[src/rtl/sser_pkg.sv]
package sser_pkg;
  localparam int BIT_M0     = 7;
  localparam int BIT_M1     = 6;
  localparam int BIT_FAST   = 5;
  localparam int BIT_RXEN   = 4;
  localparam int BIT_TXDONE = 1;
  localparam int BIT_RXDONE = 0;

  localparam logic ADDR_CTRL = 1'b0;
  localparam logic ADDR_DATA = 1'b1;

  typedef enum logic {DIR_TX = 1'b0, DIR_RX = 1'b1} dir_e;
endpackage

[src/rtl/sser_bit_timer.sv]
module sser_bit_timer #(
  parameter int SLOW_DIV = 12,
  parameter int FAST_DIV = 4
) (
  input  logic clk_i,
  input  logic rst_ni,
  input  logic start_i,
  input  logic fast_i,
  input  logic run_i,
  output logic sclk_low_o,
  output logic sample_o,
  output logic bit_end_o
);
  localparam int MAX_DIV = (SLOW_DIV > FAST_DIV) ? SLOW_DIV : FAST_DIV;
  localparam int CNT_W   = $clog2(MAX_DIV);
  localparam logic [CNT_W-1:0] SLOW_LAST = CNT_W'(SLOW_DIV - 1);
  localparam logic [CNT_W-1:0] FAST_LAST = CNT_W'(FAST_DIV - 1);
  localparam logic [CNT_W-1:0] SLOW_HLF  = CNT_W'(SLOW_DIV / 2 - 1);
  localparam logic [CNT_W-1:0] FAST_HLF  = CNT_W'(FAST_DIV / 2 - 1);

  logic             fast_q;
  logic [CNT_W-1:0] cnt_q;
  logic [CNT_W-1:0] last_cnt, half_cnt;

  assign last_cnt = fast_q ? FAST_LAST : SLOW_LAST;
  assign half_cnt = fast_q ? FAST_HLF : SLOW_HLF;

  // speed is latched per transfer
  always_ff @(posedge clk_i or negedge rst_ni) begin
    if (!rst_ni) begin
      fast_q <= 1'b0;
      cnt_q  <= '0;
    end else if (start_i) begin
      fast_q <= fast_i;
      cnt_q  <= '0;
    end else if (run_i) begin
      cnt_q <= (cnt_q == last_cnt) ? '0 : cnt_q + 1'b1;
    end
  end

  assign sclk_low_o = run_i && (cnt_q <= half_cnt);
  assign sample_o   = run_i && (cnt_q == half_cnt);
  assign bit_end_o  = run_i && (cnt_q == last_cnt);
endmodule

[src/rtl/sser_shifter.sv]
module sser_shifter #(
  parameter int DATA_W = 8
) (
  input  logic              clk_i,
  input  logic              rst_ni,
  input  logic              start_i,
  input  logic              load_tx_i,
  input  logic [DATA_W-1:0] wdata_i,
  input  logic              advance_i,
  input  logic              sample_i,
  input  logic              sd_i,
  output logic              sd_o,
  output logic              last_o,
  output logic [DATA_W-1:0] rx_byte_o
);
  localparam int IDX_W = $clog2(DATA_W);
  localparam logic [IDX_W-1:0] LAST_IDX = IDX_W'(DATA_W - 1);

  logic [DATA_W-1:0] tx_q, rx_q;
  logic [IDX_W-1:0]  idx_q;

  always_ff @(posedge clk_i or negedge rst_ni) begin
    if (!rst_ni) begin
      idx_q <= '0;
      tx_q  <= '0;
    end else if (start_i) begin
      idx_q <= '0;
      if (load_tx_i) tx_q <= wdata_i;
    end else if (advance_i && !last_o) begin
      idx_q <= idx_q + 1'b1;
      tx_q  <= {1'b0, tx_q[DATA_W-1:1]};
    end
  end

  // LSB first: new bit enters at the top
  always_ff @(posedge clk_i or negedge rst_ni) begin
    if (!rst_ni)       rx_q <= '0;
    else if (sample_i) rx_q <= {sd_i, rx_q[DATA_W-1:1]};
  end

  assign sd_o      = tx_q[0];
  assign last_o    = (idx_q == LAST_IDX);
  assign rx_byte_o = rx_q;
endmodule

[src/rtl/sser_regs.sv]
module sser_regs
  import sser_pkg::*;
#(
  parameter int DATA_W = 8
) (
  input  logic              clk_i,
  input  logic              rst_ni,
  input  logic              wr_ctrl_i,
  input  logic [DATA_W-1:0] wdata_i,
  input  logic              set_tx_done_i,
  input  logic              set_rx_done_i,
  input  logic [DATA_W-1:0] rx_byte_i,
  output logic [DATA_W-1:0] ctrl_o,
  output logic [DATA_W-1:0] rxbuf_o
);
  logic [DATA_W-1:0] ctrl_q, ctrl_d, rxbuf_q;

  // hardware set wins over a same-cycle software write
  always_comb begin
    ctrl_d = ctrl_q;
    if (wr_ctrl_i)     ctrl_d = wdata_i;
    if (set_tx_done_i) ctrl_d[BIT_TXDONE] = 1'b1;
    if (set_rx_done_i) ctrl_d[BIT_RXDONE] = 1'b1;
  end

  always_ff @(posedge clk_i or negedge rst_ni) begin
    if (!rst_ni) begin
      ctrl_q  <= '0;
      rxbuf_q <= '0;
    end else begin
      ctrl_q <= ctrl_d;
      if (set_rx_done_i) rxbuf_q <= rx_byte_i;
    end
  end

  assign ctrl_o  = ctrl_q;
  assign rxbuf_o = rxbuf_q;
endmodule

[src/rtl/sser_mode0.sv]
module sser_mode0
  import sser_pkg::*;
#(
  parameter int DATA_W   = 8,
  parameter int SLOW_DIV = 12,
  parameter int FAST_DIV = 4
) (
  input  logic              clk_i,
  input  logic              rst_ni,
  input  logic              wr_en_i,
  input  logic              addr_i,
  input  logic [DATA_W-1:0] wdata_i,
  output logic [DATA_W-1:0] rdata_o,
  output logic              sclk_o,
  output logic              sd_o,
  output logic              sd_oe_o,
  input  logic              sd_i
);
  logic [DATA_W-1:0] ctrl_w, rxbuf_w, rx_byte_w;
  logic wr_ctrl, wr_data, mode_ok;
  logic start_tx, start_rx, start, done;
  logic sclk_low, sample, bit_end, last_bit, tx_bit;
  logic busy_q;
  dir_e dir_q;

  assign wr_ctrl = wr_en_i && (addr_i == ADDR_CTRL);
  assign wr_data = wr_en_i && (addr_i == ADDR_DATA);
  assign mode_ok = !ctrl_w[BIT_M0] && !ctrl_w[BIT_M1];

  assign start_tx = wr_data && !busy_q && mode_ok;
  assign start_rx = !wr_data && !busy_q && mode_ok &&
                    ctrl_w[BIT_RXEN] && !ctrl_w[BIT_RXDONE];
  assign start    = start_tx || start_rx;
  assign done     = bit_end && last_bit;

  always_ff @(posedge clk_i or negedge rst_ni) begin
    if (!rst_ni) begin
      busy_q <= 1'b0;
      dir_q  <= DIR_TX;
    end else if (start) begin
      busy_q <= 1'b1;
      dir_q  <= start_tx ? DIR_TX : DIR_RX;
    end else if (done) begin
      busy_q <= 1'b0;
    end
  end

  sser_bit_timer #(.SLOW_DIV(SLOW_DIV), .FAST_DIV(FAST_DIV)) u_timer (
    .clk_i      (clk_i),
    .rst_ni     (rst_ni),
    .start_i    (start),
    .fast_i     (ctrl_w[BIT_FAST]),
    .run_i      (busy_q),
    .sclk_low_o (sclk_low),
    .sample_o   (sample),
    .bit_end_o  (bit_end)
  );

  sser_shifter #(.DATA_W(DATA_W)) u_shift (
    .clk_i     (clk_i),
    .rst_ni    (rst_ni),
    .start_i   (start),
    .load_tx_i (start_tx),
    .wdata_i   (wdata_i),
    .advance_i (bit_end),
    .sample_i  (sample && (dir_q == DIR_RX)),
    .sd_i      (sd_i),
    .sd_o      (tx_bit),
    .last_o    (last_bit),
    .rx_byte_o (rx_byte_w)
  );

  sser_regs #(.DATA_W(DATA_W)) u_regs (
    .clk_i         (clk_i),
    .rst_ni        (rst_ni),
    .wr_ctrl_i     (wr_ctrl),
    .wdata_i       (wdata_i),
    .set_tx_done_i (done && (dir_q == DIR_TX)),
    .set_rx_done_i (done && (dir_q == DIR_RX)),
    .rx_byte_i     (rx_byte_w),
    .ctrl_o        (ctrl_w),
    .rxbuf_o       (rxbuf_w)
  );

  assign rdata_o = (addr_i == ADDR_DATA) ? rxbuf_w : ctrl_w;
  assign sclk_o  = !sclk_low;
  assign sd_oe_o = busy_q && (dir_q == DIR_TX);
  assign sd_o    = tx_bit;
endmodule

[config.mk]
export PLATFORM = sky130hd
export DESIGN_NAME = sser_mode0
export DESIGN_NICKNAME = d
export VERILOG_FILES = /design/src/rtl/sser_pkg.sv /design/src/rtl/sser_bit_timer.sv /design/src/rtl/sser_shifter.sv /design/src/rtl/sser_regs.sv /design/src/rtl/sser_mode0.sv
export SDC_FILE = /design/constraint.sdc
export NUM_CORES = 1
export LEC_CHECK = 0
export BUFFER_PORTS_ARGS = -buffer_cell sky130_fd_sc_hd__buf_4
export CORE_MARGIN = 10
export CORE_UTILIZATION = 25
export DETAILED_ROUTE_END_ITERATION = 8
export GPL_TIMING_DRIVEN = 0
export SYNTH_ARGS = -nofsm -noshare
export SYNTH_HDL_FRONTEND = slang
export SYNTH_SLANG_ARGS = --single-unit
export TNS_END_PERCENT = 10
[constraint.sdc]
create_clock -name clk_i -period 1.9 [get_ports clk_i]
set_input_delay 0.285 -clock clk_i [delete_from_list [all_inputs] [get_ports clk_i]]
set_output_delay 0.285 -clock clk_i [all_outputs]
set_load 0.02 [all_outputs]
Word level (Yosys, flattened, before mapping) --
Index checks and enable logic that the tools add are counted.
Operators by class: add/subtract/negate cells 2, order comparisons 1, equality and inequality tests 4, multiplexer cells 17, bitwise operators 2, reduce and logical (&&, ||, !) cells 32
Operator list (number):
- two-way mux 8 bit | 4
- logical AND 1 bit | 18
- two-way mux 4 bit | 4
- nonzero test 2 bit | 5
- two-way mux 3 bit | 3
- equality test 4 bit | 2
- zero test 1 bit | 7
- two-way mux 1 bit | 5
- adder 4 x 1 -> 4 bit, second input constant | 1
- less-or-equal comparator 4 bit | 1
- adder 3 x 1 -> 3 bit, second input constant | 1
- equality test 3 bit, second input constant | 1
- two-way mux 2 bit | 1
- inequality test 2 bit, second input constant | 1
- inverter 1 bit | 2
- AND reduction 2 bit | 1
- logical OR 1 bit | 1
Word-level totals: bits in registers 42, input bits 13, word-level logic and storage cells 69

Longest topological paths before layout --
Gate-level depths: netlist of the first run.
depth after elaboration 9, depth in mapped cells 6, gate-level depth less buffers 5

Modules after synthesis --
Synthesis of the first run repeated with hierarchy kept, for this count alone.
Unflattened totals: cells, all modules 163, area total of the unflattened synthesis 1983.2 um^2
By module, submodules not included:
- sser_shifter | instances 1, cells each 68, area an instance 814.5 um^2, sequential area each 475.5 um^2
- sser_regs | instances 1, cells each 36, area an instance 610.6 um^2, sequential area each 400.4 um^2
- sser_bit_timer | instances 1, cells each 31, area an instance 317.8 um^2, sequential area each 125.1 um^2
- sser_mode0 | instances 1, cells each 28, area an instance 240.2 um^2, sequential area each 50.0 um^2

Least setup slack after synthesis of the first run --
OpenSTA, ideal clock, no wires.
kind reg2reg, from register u_shift.idx_q[0], to register u_shift.tx_q[0], library setup time 0.125 ns, arrival time 1.819 ns, required time 1.775 ns, setup slack -0.044 ns, cell stages (with the launch flop) 7, period minus slack after synthesis 1.944 ns, cells stage by stage dfrtp_1 -> ha_1 -> ha_1 -> or4b_1 -> buf_6 -> nand2_8 -> mux2_4
Between the ends: cells in the longest elaborated chain, start to end 5
Ends and longest elaborated chain:
- start, declared | line sser_shifter.sv:20 | logic [IDX_W-1:0] idx_q;
- start signal, assigned | line sser_shifter.sv:30 | idx_q <= idx_q + 1'b1;
- equality test 3 bit | line sser_shifter.sv:42 | assign last_o = (idx_q == LAST_IDX);
- zero test 1 bit | line sser_shifter.sv:29 | end else if (advance_i && !last_o) begin
- logical AND 1 bit | line sser_shifter.sv:29
- nonzero test 2 bit (no line)
- AND reduction 2 bit (no line)
- end signal, assigned | line sser_shifter.sv:28 | if (load_tx_i) tx_q <= wdata_i;
- end signal, assigned | line sser_shifter.sv:31 | tx_q <= {1'b0, tx_q[DATA_W-1:1]};
- end, declared | line sser_shifter.sv:19 | logic [DATA_W-1:0] tx_q, rx_q;
Every way passes these cells. A chain may end at the register's enable or synchronous reset.

Worst setup path in the final report of the first run --
from register u_shift.idx_q[0], to register u_shift.tx_q[1]
The elaborated chain is that of the path after synthesis.

==> results of run 1 <==
==> through the flow <==
step	hold WS, ns	utilization
after floorplan	-0.0106	-
after detailed placement	0.309	0.297
after CTS	0.200	0.314
final	0.206	0.319
after global placement	0.311	0.297
after global routing	0.213	0.319
==> cell type report <==
| class | count | area (sq um) | share of cell area |
|---|---|---|---|
| flip-flops and latches | 42 | 1050 | 0.421 |
| multi-input cells | 101 | 962 | 0.384 |
| repair buffers | 29 | 220 | 0.0880 |
| well taps | 102 | 128 | 0.0510 |
| clock buffers | 6 | 82.6 | 0.0330 |
| plain buffers | 4 | 30.0 | 0.0120 |
| inverters | 4 | 15.0 | 0.00600 |
| clock inverters | 2 | 12.5 | 0.00500 |
==> power breakdown <==
part | total (mW) | switching, mW | internal, mW
sequential | 1.33 | 0.196 | 1.14
combinational | 1.13 | 0.500 | 0.627
clock | 0.604 | 0.312 | 0.292
==> critical path: stages (launching register included) <==
cell	delay, ns
sky130_fd_sc_hd__dfrtp_1	0.40
sky130_fd_sc_hd__ha_2	0.21
sky130_fd_sc_hd__ha_4	0.17
sky130_fd_sc_hd__or4b_4	0.53
sky130_fd_sc_hd__nand2_8	0.14
sky130_fd_sc_hd__mux2_4	0.30
==> sequential cells by signal, summed over array words and instances (netlist names), 3 cells and up <==
name	cells
u_regs.ctrl_o	8
u_regs.rxbuf_o	8
u_shift.rx_byte_o	8
u_shift.tx_q	8
u_timer.cnt_q	4
u_shift.idx_q	3
==> kinds of logic after synthesis <==
group	after synthesis	share of synthesized area
compound gates	10	0.0301
xor+xnor	4	0.0172
fa+ha+maj	6	0.0368
buf+inv	9	0.0276
flops	42	0.516
mux	46	0.266
simple gates	35	0.107
==> worst paths after layout <==
path	start	endpoint	slack, ns	cells after the start
worst max-delay path	u_shift.idx_q[0]	u_shift.tx_q[1]	0.04	5
worst min-delay path	wdata_i[7]	u_shift.tx_q[7]	0.21	3
worst max register to register	u_shift.idx_q[0]	u_shift.tx_q[1]	0.04	5
worst min register to register	u_regs.rxbuf_o[1]	u_regs.rxbuf_o[1]	0.51	1
max in group asynchronous	rst_ni	u_timer.cnt_q[2]	1.01	2
min in group asynchronous	rst_ni	u_shift.idx_q[1]	0.51	2
==> routing by layer <==
| layer | share of wire | vias to the layer above | track usage |
|---|---|---|---|
| met5 | 0 | - | 0 |
| met4 | 0.021 | 0 | 0.0330 |
| met3 | 0.056 | 6 | 0.0261 |
| met2 | 0.47 | 18 | 0.111 |
| met1 | 0.45 | 601 | 0.0876 |
| li1 | - | 600 | - |
==> what timing repair did <==
| item | in CTS | in global routing |
|---|---|---|
| cloned | 0 | 0 |
| resized for setup | 2 | 5 |
| buffers inserted | 2 | 4 |
| hold buffers | 1 | 0 |
| setup endpoints to repair | 7 | 9 |
| endpoints found under the hold margin | 34 | 0 |
| pin swaps | 1 | 1 |
==> layout by cell type, fill, tap and decap left out, types with 2 or more instances in the layout <==
| master | count |
|---|---|
| sky130_fd_sc_hd__dfrtp_2 | 2 |
| sky130_fd_sc_hd__nand4_1 | 2 |
| sky130_fd_sc_hd__nor2_1 | 4 |
| sky130_fd_sc_hd__nand2_1 | 11 |
| sky130_fd_sc_hd__mux2_2 | 37 |
| sky130_fd_sc_hd__buf_4 | 30 |
| sky130_fd_sc_hd__nand3_1 | 4 |
| sky130_fd_sc_hd__clkbuf_8 | 6 |
| sky130_fd_sc_hd__ha_1 | 3 |
| sky130_fd_sc_hd__o21ai_0 | 4 |
| sky130_fd_sc_hd__mux2i_1 | 2 |
| sky130_fd_sc_hd__dfrtp_1 | 40 |
| sky130_fd_sc_hd__mux2_4 | 7 |
| sky130_fd_sc_hd__xor2_1 | 3 |
| sky130_fd_sc_hd__ha_4 | 2 |
| sky130_fd_sc_hd__nor2b_1 | 4 |
| sky130_fd_sc_hd__inv_1 | 4 |
==> flow_results.org, run 1 <==
** Setup path
- Data on the critical path arrives at its endpoint at roughly 2 ns.
- STA classifies the critical path startpoint as a register.
- Of all nets on the critical path, the largest fanout is 7.
- The worst setup path is captured at a register.
- Kind of critical path :: register to register
- Data required, critical path :: 2.08 ns

** Die
- Core Area :: just under 8000 sq um
- The initialized floorplan defines 32 standard-cell rows.
- Overall die width :: 110 microns
- Vertical die dimension :: about 110 microns
- For this configuration, the core starts out at a cell density of 0.260.
- The die covers ~12000 sq um.
- For this design the top-level I/O count stands at 24.

** CTS
- Level count of the clock H-tree :: 2
- TritonCTS built the clock tree.
- The tree built by TritonCTS fans out to 42 sinks.
- Clock root cell :: sky130_fd_sc_hd__clkbuf_8
- Clock-pin slew was measured on the worst setup and hold paths at ~0.080 ns.
- Clock latency reported for the late side of the worst-skew pair :: ~0.29 ns
- Deepest clock path buffer count :: 2
- Cts bufs inserted :: 5

** Logic synthesis
- Post-synthesis cell count :: between 150 and 200
- Biggest area consumer among synthesized cells :: sky130_fd_sc_hd__dfrtp_1
- Sorting the synthesized cells by area gives the leading types as sky130_fd_sc_hd__dfrtp_1 (52%), sky130_fd_sc_hd__mux2_2 (20%), sky130_fd_sc_hd__mux2_4 (5.2%).
- The share of the Yosys chip area taken by registers is 0.516.
- The netlist uses 32 different library cells.
- Most numerous cell in the Yosys netlist :: sky130_fd_sc_hd__dfrtp_1
- After synthesis the netlist holds a flip-flop and latch count of 42.
- Of the post-synthesis cell area, the dominant cell type holds 0.516.
- By count the netlist is led by sky130_fd_sc_hd__dfrtp_1 (42), sky130_fd_sc_hd__mux2_2 (37), sky130_fd_sc_hd__nand2_1 (11), sky130_fd_sc_hd__mux2_4 (7), sky130_fd_sc_hd__ha_1 (6).
- Yosys mapped a number of flops with a built-in enable equal to 0.
- Averaged over all synthesized cells, the footprint is 13.4 sq um.
- Share of flip-flops with an asynchronous set or reset :: 1.00
- The number of nets in the synthesized netlist is 171.
- Synthesized area :: 2040 sq um
- For this run, the number of Yosys warnings is 0.
- Top_reg_cell synth :: sky130_fd_sc_hd__dfrtp_1

** STA
- Measured against its own limit, the worst slew margin works out to 0.645.
- Based on the critical path, the design can be clocked at up to about 0.54 GHz.
- RSZ-0062 raised after global routing :: no
- Setup violations remaining at the end of the flow were counted as 0.
- Minimum setup slack in the final design :: 0.0358 ns
- Final critical delay including setup and external delays :: roughly 1.9 ns
- Of the available clock period, the critical path in the final layout requires 0.981.
- The final count of pins violating max slew is 0.
- Tightest Pin Transition :: roughly 0.53 ns
- Final Hold Violating Endpoints :: 0
- Setup TNS :: 0 ns
- Clock skew on the completed layout was measured at 0.00960 ns.

** Pwr
- Summing internal, switching and leakage power gives ~3.1 mW.
- In this run the power density over the cells is between 1000 and 1500 nW/um^2.
- Maximum resistive drop on vdd :: around 320 uV
- Leakage :: approximately 1.2 nW

** Layout
- The repair_antennas step left the layout with diodes totalling 0.
- With fillers left out, the area of the finished cells amounts to approximately 2500 sq um.
- Fill count :: between 800 and 900
- Once layout is complete, the cells apart from fillers number 290.
- Layout cell share with drive strength beyond 1 :: 0.521
- Relative to the synthesized area, the layout overhead comes to 22.8%.
- The final layout contains about 210 nets.

** Placed design
- At the placement stage, the worst setup path has a slack of -0.0964 ns.
- The HPWL after detailed placement is between 2000 and 3000 microns.
- Placed Cells incl. Taps :: 276
- Last weighted congestion value of the routability-driven placer :: roughly 0.73
- Standard cell area after detailed placement :: 2330 sq um
- Buffers placed on the I/O ports in this run total 22.

** Detailed routing
- Detailed routing inserted a total of around 1200 vias.
- DR DRC count :: 0
- Remaining number of nets flagged by the antenna check after routing :: 0
- WL/cell :: about 14 microns
- The routed design has just over 4000 microns of wire.
- Router iterations before antenna repair :: 3
- After detailed routing, the number of vias per cell comes to between 4 and 5.
- Number of DRC markers after the initial detailed-route iteration :: between 50 and 60

** Global route
- The number of global-route vias before repair came to 1308.
- Across every metal layer, demand over resource in global routing totals 0.0720.
- For this run the aggregate overflow at the end of global routing stands at 0.
- Entering global routing, the biggest net connects between 40 and 50 pins.
- Wire length of the first global-routing pass :: 6810 microns
- Number of antenna violations at the first check in global routing :: 0

** Hold path
- Hold WC Path Type :: primary input to register

** Job
- Across the run, the number of max-cap violations was 0.

** Outcome
- Run status :: complete, no violations
(Power assumes the default switching activity.)
==> run 2: changes to the inputs <==
ABC_AREA = 0   (was not set)
SETUP_SLACK_MARGIN = 0.15   (was not set)
TNS_END_PERCENT = not set   (was 10)
==> run 2 against run 1 <==
Against the previous run:
- the run now ends with negative setup slack left
- cell area grew 2.1%
- combinational power increased by 6%
- flip-flop and latch count stayed put
- first-iteration DRC count down 14%
- via count is 2.3% higher
- setup slack worse by 0.046 ns
- clock power is essentially flat
- non-clock buffer count grew 2
- highest routed layer unchanged
- die area unchanged
- register-to-register slack worse by 0.05 ns
- largest cell class unchanged
- core utilization rose by 0.69 points
==> flow_results.org, run 2 (synthesized netlist as in run 1, its figures left out) <==
** Outcome
- Run status :: finished, violations left
- Failing checks :: negative setup slack

** Detailed routing
- DR DRC count :: 0
- For this block, the initial DRC count from the detailed router was between 40 and 50.
- Average vias per placed instance :: between 4 and 5
- Router iterations before antenna repair :: 4
- Total via count in the routed design :: ~1300
- Dividing the detail-routed wire length by the instance count gives 14.7 microns.
- Summed over all layers, the routed wires come to about 4300 microns.
- The detail route stage leaves a number of antenna-violating nets equal to 0.

** Layout
- Most used cells in the layout excluding fill and tap cells :: sky130_fd_sc_hd__dfrtp_1 (39), sky130_fd_sc_hd__mux2_2 (37), sky130_fd_sc_hd__buf_4 (29), sky130_fd_sc_hd__nand2_1 (11), sky130_fd_sc_hd__mux2_4 (7)
- Design Area, Final :: around 2600 sq um
- Util after Layout :: 0.326
- Excluding fillers, the count of instances in the completed layout stands at 292.
- Leading cell type in the layout, fill and taps excluded :: sky130_fd_sc_hd__dfrtp_1
- Nets :: ~210
- Diode insertion count for antenna repair :: 0
- Layout area overhead :: 25.5%
- Layout cell share with drive strength beyond 1 :: 0.547

** Placed design
- Count of input and output buffers :: 22
- At the end of routability-driven placement, the weighted congestion stood at about 0.71.
- Estimated wirelength of the detail-placed design :: ~3000 microns
- Standard cell area after detailed placement :: ~2300 sq um
- Placed Cells incl. Taps :: ~280

** Setup path
- STA classifies the critical path startpoint as a register.
- Data required, critical path :: around 2.1 ns
- The worst setup path is captured at a register.
- Arrival time worst endpoint :: approximately 2.1 ns
- Of all nets on the critical path, the largest fanout is 7.
- Kind of critical path :: register to register

** STA
- Static timing analysis puts the maximum clock frequency at ~0.52 GHz.
- Minimum setup slack in the final design :: -0.0106 ns
- Tightest Pin Transition :: ~0.56 ns
- Relative slew slack :: 0.626
- After layout, the minimum clock period comes to roughly 1.9 ns.
- Final Hold Violating Endpoints :: 0
- Setup repair after global routing could not meet its margin everywhere.
- In the finished design, the share of the clock period the worst path needs comes to 1.01.
- The final count of pins violating max slew came to 0.
- Setup violations remaining at the end of the flow were counted as 5.
- The clock arrives with 0.00748 ns of skew.

** Hold path
- The min-delay analysis places its worst path in the category primary input to register.

** Pwr
- Summed over all cells, the static leakage comes to about 1.2 nW.
- The design draws about 3.1 mW.
- Pwr Density :: roughly 1200 nW/um^2
- VDD sags by at most between 400 and 500 uV.

** Die
- The initialized floorplan defines 32 standard-cell rows.
- Measured along the y axis, the die boundary spans 110 microns.
- Measured along the x axis, the die boundary spans 110 microns.
- The floorplan step defined a die boundary enclosing about 12000 sq um.
- For this configuration, the core starts out at a cell density of 0.260.
- I/O pin count :: 24
- Core Area :: between 7000 and 8000 sq um

** CTS
- The H-tree was split into 2 levels.
- Cts bufs inserted :: 5
- Clock tree from TritonCTS :: done
- The longest clock path from root to sink contains 2 buffers.
- The tree built by TritonCTS fans out to 42 sinks.
- Clock root cell :: sky130_fd_sc_hd__clkbuf_8
- Clock-pin slew was measured on the worst setup and hold paths at ~0.08 ns.
- Clock latency on the worst-skew pair, taken at its later pin, is between 0.2 and 0.3 ns.

** Global route
- Across every metal layer, demand over resource in global routing totals 0.0734.
- Via count of the first global-routing pass :: ~1300
- The first global-routing pass estimated 6930 microns of wire.
- Pin count of the biggest net entering global routing :: 43
- The number of antenna violations at the first check in global routing came to 0.
- For this run the aggregate overflow at the end of global routing stands at 0.

** Job
- Across the run, the number of max-cap violations was 0.
## run 2: cell types whose count changed in the layout (fill, tap and decap cells not counted), moves of 2 or more
cell	change
sky130_fd_sc_hd__buf_6	+3
sky130_fd_sc_hd__nand3_2	+2
sky130_fd_sc_hd__nand3_1	-3
sky130_fd_sc_hd__o21ai_1	+3
sky130_fd_sc_hd__o21ai_0	-3
## run 2: cell type report
class	count	area [sq um]
fill	829	5290
buffer	5	41.3
clock inverter	1	5.00
inverter	4	15.0
tap	102	128
sequential	42	1050
multi-input combinational	101	992
timing repair buffer	30	235
clock buffer	7	86.3
## run 2: critical path, cell delays in order (launching register included)
cell and delay, ns:
sky130_fd_sc_hd__dfrtp_1 0.39, sky130_fd_sc_hd__ha_2 0.20, sky130_fd_sc_hd__ha_4 0.16, sky130_fd_sc_hd__or4b_4 0.48, sky130_fd_sc_hd__buf_6 0.15, sky130_fd_sc_hd__nand2_8 0.10
sky130_fd_sc_hd__mux2_4 0.31
## run 2: worst paths after layout
kind                                      startpoint                   end  slack, ns  cells past startpoint
worst max register to register      u_shift.idx_q[0]       u_shift.tx_q[3]      -0.01                      6
worst min register to register  u_shift.rx_byte_o[0]  u_shift.rx_byte_o[0]       0.51                      1
min in group asynchronous                     rst_ni      u_timer.cnt_q[3]       0.53                      2
worst min-delay path                      wdata_i[7]       u_shift.tx_q[7]       0.20                      3
max in group asynchronous                     rst_ni      u_timer.cnt_q[0]       0.96                      2
worst max-delay path                u_shift.idx_q[0]       u_shift.tx_q[3]      -0.01                      6
## run 2: repair_timing
item / 4_1_cts / 5_1_grt
endpoints found under the hold margin: 21 / 0
hold buffers: 1 / 0
pin swaps: 2 / 5
buffers inserted: 4 / 3
gates resized for setup: 5 / 11
endpoints found under the setup margin: 16 / 28
gates cloned: 0 / 0
## run 2: metrics by stage
stage	hold WS [ns]	worst slack, ns	TNS [ns]
2_1_floorplan	-0.0106	0.0534	0
3_3_place_gp	0.310	-0.0140	-0.0752
3_5_place_dp	0.316	-0.0331	-0.212
4_1_cts	0.198	-0.00122	-0.00241
5_1_grt	0.202	-0.0536	-0.344
6_report	0.203	-0.0106	-0.0317
## run 2: metal layers
metal / vias up / wire length (microns) / track usage
met2: 23 / 1980 / 0.108
met5: - / 0 / 0
met4: 0 / 13 / 0.0138
li1: 600 / - / -
met1: 628 / 2040 / 0.0984
met3: 2 / 260 / 0.0313
## run 2: report_power, final
part / total, mW / internal (mW) / switching [mW]
clock: 0.603 / 0.294 / 0.310
combinational: 1.20 / 0.671 / 0.532
sequential: 1.33 / 1.14 / 0.195
total: 3.14 / 2.10 / 1.04
